==> src/rtl/sdinit_pkg.sv <==
package sdinit_pkg;

  // {cs_n, ras_n, cas_n, we_n}
  typedef enum logic [3:0] {
    CMD_MRS = 4'b0000,
    CMD_REF = 4'b0001,
    CMD_PRE = 4'b0010,
    CMD_NOP = 4'b0111
  } cmd_e;

  typedef enum logic [2:0] {
    ST_PAUSE,
    ST_PRE_WAIT,
    ST_REF_WAIT,
    ST_MRS_WAIT,
    ST_READY
  } state_e;

  typedef struct packed {
    logic issuePre;
    logic issueRef;
    logic issueMrs;
    logic setReady;
  } strobe_t;

endpackage

==> src/rtl/sdinit_ctrl.sv <==
module sdinit_ctrl
  import sdinit_pkg::*;
(
  input  logic    clk,
  input  logic    rst,
  input  logic    waitDone,
  input  logic    lastRef,
  output strobe_t strb
);

  state_e stateQ, stateD;

  always_comb begin
    stateD = stateQ;
    strb   = '0;
    unique case (stateQ)
      ST_PAUSE: if (waitDone) begin
        strb.issuePre = 1'b1;
        stateD        = ST_PRE_WAIT;
      end
      ST_PRE_WAIT: if (waitDone) begin
        strb.issueRef = 1'b1;
        stateD        = ST_REF_WAIT;
      end
      ST_REF_WAIT: if (waitDone) begin
        if (lastRef) begin
          strb.issueMrs = 1'b1;
          stateD        = ST_MRS_WAIT;
        end else begin
          strb.issueRef = 1'b1;
        end
      end
      ST_MRS_WAIT: if (waitDone) begin
        strb.setReady = 1'b1;
        stateD        = ST_READY;
      end
      ST_READY: stateD = ST_READY;
      default:  stateD = ST_PAUSE;
    endcase
  end

  always_ff @(posedge clk) begin
    if (rst) stateQ <= ST_PAUSE;
    else     stateQ <= stateD;
  end

endmodule

==> src/rtl/sdinit_datapath.sv <==
module sdinit_datapath
  import sdinit_pkg::*;
#(
  parameter int CLK_MHZ   = 100,
  parameter int PAUSE_US  = 200,
  parameter int T_RP      = 3,
  parameter int T_RC      = 7,
  parameter int T_RSC     = 2,
  parameter int REF_COUNT = 8,
  parameter int ADDR_W    = 12,
  parameter int BANK_W    = 1,
  parameter int DQM_W     = 2,
  parameter logic [ADDR_W-1:0] MODE_VALUE = 12'h030
) (
  input  logic              clk,
  input  logic              rst,
  input  strobe_t           strb,
  output logic              waitDone,
  output logic              lastRef,
  output logic [3:0]        cmdBits,
  output logic [BANK_W-1:0] bankOut,
  output logic [ADDR_W-1:0] addrOut,
  output logic              ckeOut,
  output logic [DQM_W-1:0]  dqmOut,
  output logic              readyOut
);

  localparam int PAUSE_CYC = CLK_MHZ * PAUSE_US;
  localparam int MAX_AB    = (PAUSE_CYC > T_RC) ? PAUSE_CYC : T_RC;
  localparam int MAX_CD    = (T_RP > T_RSC) ? T_RP : T_RSC;
  localparam int MAX_WAIT  = (MAX_AB > MAX_CD) ? MAX_AB : MAX_CD;
  localparam int CNT_W     = $clog2(MAX_WAIT + 1);
  localparam int REF_W     = $clog2(REF_COUNT + 1);
  localparam int AP_BIT    = 10;
  localparam logic [ADDR_W-1:0] PRE_ALL_ADDR = {{(ADDR_W-1){1'b0}}, 1'b1} << AP_BIT;

  logic [CNT_W-1:0]  waitCnt;
  logic [REF_W-1:0]  refCnt;
  cmd_e              cmdQ;
  logic [ADDR_W-1:0] addrQ;
  logic              holdHigh;
  logic              readyQ;

  // shared down-counter for every wait
  always_ff @(posedge clk) begin
    if (rst)                waitCnt <= CNT_W'(PAUSE_CYC - 1);
    else if (strb.issuePre) waitCnt <= CNT_W'(T_RP - 1);
    else if (strb.issueRef) waitCnt <= CNT_W'(T_RC - 1);
    else if (strb.issueMrs) waitCnt <= CNT_W'(T_RSC - 1);
    else if (waitCnt != '0) waitCnt <= waitCnt - 1'b1;
  end

  always_ff @(posedge clk) begin
    if (rst)                refCnt <= '0;
    else if (strb.issueRef) refCnt <= refCnt + 1'b1;
  end

  assign waitDone = (waitCnt == '0);
  assign lastRef  = (refCnt == REF_W'(REF_COUNT));

  // registered pin drivers
  always_ff @(posedge clk) begin
    if (rst) begin
      cmdQ     <= CMD_NOP;
      addrQ    <= '0;
      holdHigh <= 1'b1;
      readyQ   <= 1'b0;
    end else begin
      holdHigh <= 1'b1;
      if (strb.issuePre) begin
        cmdQ  <= CMD_PRE;
        addrQ <= PRE_ALL_ADDR;
      end else if (strb.issueRef) begin
        cmdQ  <= CMD_REF;
        addrQ <= '0;
      end else if (strb.issueMrs) begin
        cmdQ  <= CMD_MRS;
        addrQ <= MODE_VALUE;
      end else begin
        cmdQ  <= CMD_NOP;
        addrQ <= '0;
      end
      if (strb.setReady) readyQ <= 1'b1;
    end
  end

  assign cmdBits  = cmdQ;
  assign addrOut  = addrQ;
  assign bankOut  = '0;
  assign ckeOut   = holdHigh;
  assign readyOut = readyQ;

  for (genvar lane = 0; lane < DQM_W; lane++) begin : g_dqm
    assign dqmOut[lane] = holdHigh;
  end

endmodule

==> src/rtl/sdram_powerup_seq.sv <==
module sdram_powerup_seq
  import sdinit_pkg::*;
#(
  parameter int CLK_MHZ   = 100,
  parameter int PAUSE_US  = 200,
  parameter int T_RP      = 3,
  parameter int T_RC      = 7,
  parameter int T_RSC     = 2,
  parameter int REF_COUNT = 8,
  parameter int ADDR_W    = 12,
  parameter int BANK_W    = 1,
  parameter int DQM_W     = 2,
  parameter logic [ADDR_W-1:0] MODE_VALUE = 12'h030
) (
  input  logic              clk,
  input  logic              rst,
  output logic              sdCsN,
  output logic              sdRasN,
  output logic              sdCasN,
  output logic              sdWeN,
  output logic              sdCke,
  output logic [DQM_W-1:0]  sdDqm,
  output logic [BANK_W-1:0] sdBank,
  output logic [ADDR_W-1:0] sdAddr,
  output logic              initDone
);

  strobe_t    strb;
  logic       waitDone;
  logic       lastRef;
  logic [3:0] cmdBits;

  sdinit_ctrl ctrl_i (
    .clk      (clk),
    .rst      (rst),
    .waitDone (waitDone),
    .lastRef  (lastRef),
    .strb     (strb)
  );

  sdinit_datapath #(
    .CLK_MHZ(CLK_MHZ), .PAUSE_US(PAUSE_US), .T_RP(T_RP), .T_RC(T_RC),
    .T_RSC(T_RSC), .REF_COUNT(REF_COUNT), .ADDR_W(ADDR_W), .BANK_W(BANK_W),
    .DQM_W(DQM_W), .MODE_VALUE(MODE_VALUE)
  ) dp_i (
    .clk      (clk),
    .rst      (rst),
    .strb     (strb),
    .waitDone (waitDone),
    .lastRef  (lastRef),
    .cmdBits  (cmdBits),
    .bankOut  (sdBank),
    .addrOut  (sdAddr),
    .ckeOut   (sdCke),
    .dqmOut   (sdDqm),
    .readyOut (initDone)
  );

  assign {sdCsN, sdRasN, sdCasN, sdWeN} = cmdBits;

endmodule

==> config.mk <==
export PLATFORM = sky130hd
export DESIGN_NAME = sdram_powerup_seq
export DESIGN_NICKNAME = d
export VERILOG_FILES = /design/src/rtl/sdinit_pkg.sv /design/src/rtl/sdinit_ctrl.sv /design/src/rtl/sdinit_datapath.sv /design/src/rtl/sdram_powerup_seq.sv
export SDC_FILE = /design/constraint.sdc
export NUM_CORES = 1
export LEC_CHECK = 0
export ABC_AREA = 0
export BUFFER_PORTS_ARGS = -buffer_cell sky130_fd_sc_hd__buf_4
export CAP_MARGIN = 20
export CORE_ASPECT_RATIO = 1.75
export CORE_MARGIN = 2
export CORE_UTILIZATION = 50
export DETAILED_ROUTE_END_ITERATION = 10
export HOLD_SLACK_MARGIN = 0.06
export PLACE_DENSITY = 0.72
export SETUP_SLACK_MARGIN = 0.15
export SYNTH_ARGS = -nofsm -noshare
export SYNTH_HDL_FRONTEND = slang
export SYNTH_SLANG_ARGS = --single-unit
==> constraint.sdc <==
create_clock -name clk -period 4.25 [get_ports clk]
set_clock_uncertainty 0.15 [all_clocks]
set_input_delay 0.6375 -clock clk [delete_from_list [all_inputs] [get_ports clk]]
set_output_delay 0.6375 -clock clk [all_outputs]
set_load 0.05 [all_outputs]
==> run_results.csv <==
group,metric,value,unit
final_layout,fillers,251,
critical_path,arrival,2.57,ns
logic_synthesis,avgSynthCellArea,8.44,um2
power,fin_total_pwr,472,uW
power,p_leak,0.529,nW
critical_path,cp_slowest_cell,"and4_1",
route,drt-vias-per-instance,5.68,
critical_path,crit_required,4.25,ns
run_status,outcome,"completed",
grt,antenna_found_initial,0,
logic_synthesis,synth_seq_cells,28,
floorplan,fp.coreArea,2720,um2
logic_synthesis,ys_seq_area_share,38.9,%
timing,period_needed,2.56,ns
clock_tree,htreeDepth,1,
floorplan,die_h,75.1,um
critical_path,ff2ff_setup_slack,1.69,ns
route,drc,0,
logic_synthesis,ys_warn_count,0,
grt,grt.overflow.total,0,
clock_tree,cts.sinks,28,
route,first_pass_iters,4,
clock_tree,cts_buffers,3,
clock_tree,clkLatencyLatePin,0.28,ns
timing,rsz0062_at_grt,"false",
clock_tree,clk_pin_slew_worst_paths,0.09,ns
route,vias,1130,
timing,setup_viol,0,
floorplan,die_x,44.6,um
floorplan,start_util,53.0,%
route,drt-total-wl,2.96,mm
critical_path,cp-start-kind,"flip-flop",
grt,grt_pass1_wl,4.82,mm
logic_synthesis,post_synth_num_cell_types,33,
final_layout,diodes,0,
timing,max_freq,0.391,GHz
final_layout,regArea,561,um2
clock_tree,clockRootBuffer,"clkbuf_8",
floorplan,io_pins,23,
timing,fin_crit_sh,60.2,%
route,drtIter0Drc,29,
timing,setup_tns,0,ns
route,postRouteAntennaNets,0,
clock_tree,hold_buffers,0,
place,gp_congestion,0.746,
clock_tree,cts_setup_buffers,0,
critical_path,critical_path.top_delay_family,"simple AND/OR/NAND/NOR gates",
clock_tree,post_cts_resized,0,
critical_path,cp_max_fo,16,
critical_path,cpPeakStageDelay,0.58,ns
critical_path,crit_path_end_kind,"flip-flop",
final_layout,multi_input_area,739,um2
critical_path,worstSetupPathType,"flip-flop to flip-flop",
critical_path,crit_chain,"inv_1 -> ha_1 -> nor4b_2 -> and4_1 -> nor3b_1 -> or4_1",
power,power_density,317,nW/um2
critical_path,path_buf_inv,1,
power,ir_drop,0.313,mV
timing,slew_viol_final,0,
place,portBuffers,8,
flow_run,max-cap-violations,0,
logic_synthesis,syn_inst,171,
final_layout,drive_gt1_share,11.0,%
clock_tree,cts_max_path_buffers,2,
floorplan,rows,25,
route,wl_per_cell,14.9,um
place,hpwlAfterDp,2.20,mm
grt,grt_usage,19.4,%
floorplan,dieArea,3350,um2
clock_tree,cts_tree,"built",
logic_synthesis,syn_area,1440,um2
final_layout,syn_to_final_growth,3.04,%
timing,hold_violations,0,
grt,grt_pass1_vias,1117,
worst_hold_path,hp-class,"flip-flop to flip-flop",
final_layout,final_nets,178,
grt,grt_max_degree,21,
## worst register-to-register path: stages (launching register included)
cell,delay [ns]
dfxtp_1,0.36
inv_1,0.10
ha_1,0.29
nor4b_2,0.40
and4_1,0.58
nor3b_1,0.09
or4_1,0.47
## layout make-up
type / instances / share of cell area [%]
timing repair buffer: 9 / 4.55
inverter: 8 / 2.02
clock buffer: 4 / 3.70
multi-input combinational: 123 / 49.7
tap: 27 / 2.27
sequential: 28 / 37.7
## cell usage in the layout, fill, tap and decap left out, drive strengths merged, types with 2 or more instances in the layout
cell / instances
conb: 14
inv: 8
ha: 3
nand3b: 2
dfxtp: 28
nand3: 10
nand4: 3
o21ai: 9
nand2: 16
or4: 5
a21oi: 14
or2: 2
nand4b: 3
xor2: 2
o31ai: 6
nor3: 3
buf: 9
a21boi: 2
clkbuf: 4
or3: 5
nor2: 10
nor4: 3
a211o: 2
nor4b: 2
## cell usage after synthesis
cell type,number,share of area [%]
a211o_1,2,1.2
a21boi_0,2,1.0
a21oi_1,14,4.9
a221oi_1,1,0.61
and3_1,1,0.43
and4_1,1,0.61
and4b_1,1,0.69
buf_4,18,9.4
clkbuf_1,6,1.6
conb_1,2,0.52
dfxtp_1,28,39
ha_1,3,2.6
inv_1,8,2.1
nand2_1,16,4.2
nand3_1,10,3.5
nand3b_1,2,1.0
nand4_1,2,0.87
nand4_4,1,1.5
nand4b_1,3,1.8
nor2_1,10,2.6
nor2b_1,1,0.43
nor3_1,3,1.0
nor3b_1,1,0.52
nor4_1,2,0.87
nor4_4,1,1.5
nor4b_2,2,2.1
o21ai_0,9,3.1
o311ai_0,1,0.61
o31ai_1,6,3.1
or2_2,2,0.87
or3_1,5,2.2
or4_1,5,2.6
xor2_1,2,1.2
## logic make-up after synthesis
group	share of synthesized area, %
adders and majority gates	2.60
xor gates and xnor gates	1.21
DFF	38.9
other	0.521
buffers and inverters	13.0
AOI/OAI and AO/OA	14.6
and+or+nand+nor	29.2
## metal layers
layer / up-vias / share of wire (%) / GRT usage, %
met5: - / 0 / 0
met4: 0 / 2.4 / 9.76
met3: 6 / 2.0 / 2.16
met2: 12 / 58 / 36.6
met1: 530 / 38 / 20.3
li1: 582 / - / -
## state kept, by name, indices dropped and copies added, names as in the netlist
signal	count
dp_i.waitCnt	15
dp_i.readyOut	1
dp_i.addrOut	2
ctrl_i.stateQ	3
dp_i.refCnt	4
dp_i.cmdBits	3
## stage by stage
step,hold slack (ns),cells,worst slack (ns),utilization (%),area [um2]
detailed placement,0.292,195,1.76,52.6,1430
floorplan,0.287,183,2.17,-,1490
finish,0.302,199,1.69,54.6,1490
CTS,0.308,199,1.70,54.6,1490
global placement,0.285,195,1.85,52.6,1430
global route,0.348,199,1.51,54.6,1490
## final timing paths
check / end / start / cells after the start
max: dp_i.waitCnt[2] / dp_i.waitCnt[0] / 6
min: dp_i.readyOut / dp_i.readyOut / 2
max reg2reg: dp_i.waitCnt[2] / dp_i.waitCnt[0] / 6
min reg2reg: dp_i.readyOut / dp_i.readyOut / 2
## where the power goes
part	internal [mW]	switching, mW	total (mW)
clock	0.0830	0.0805	0.164
sequential	0.264	0.00278	0.267
combinational	0.00508	0.0360	0.0411
Note: power is estimated with default switching activity, not from simulation.
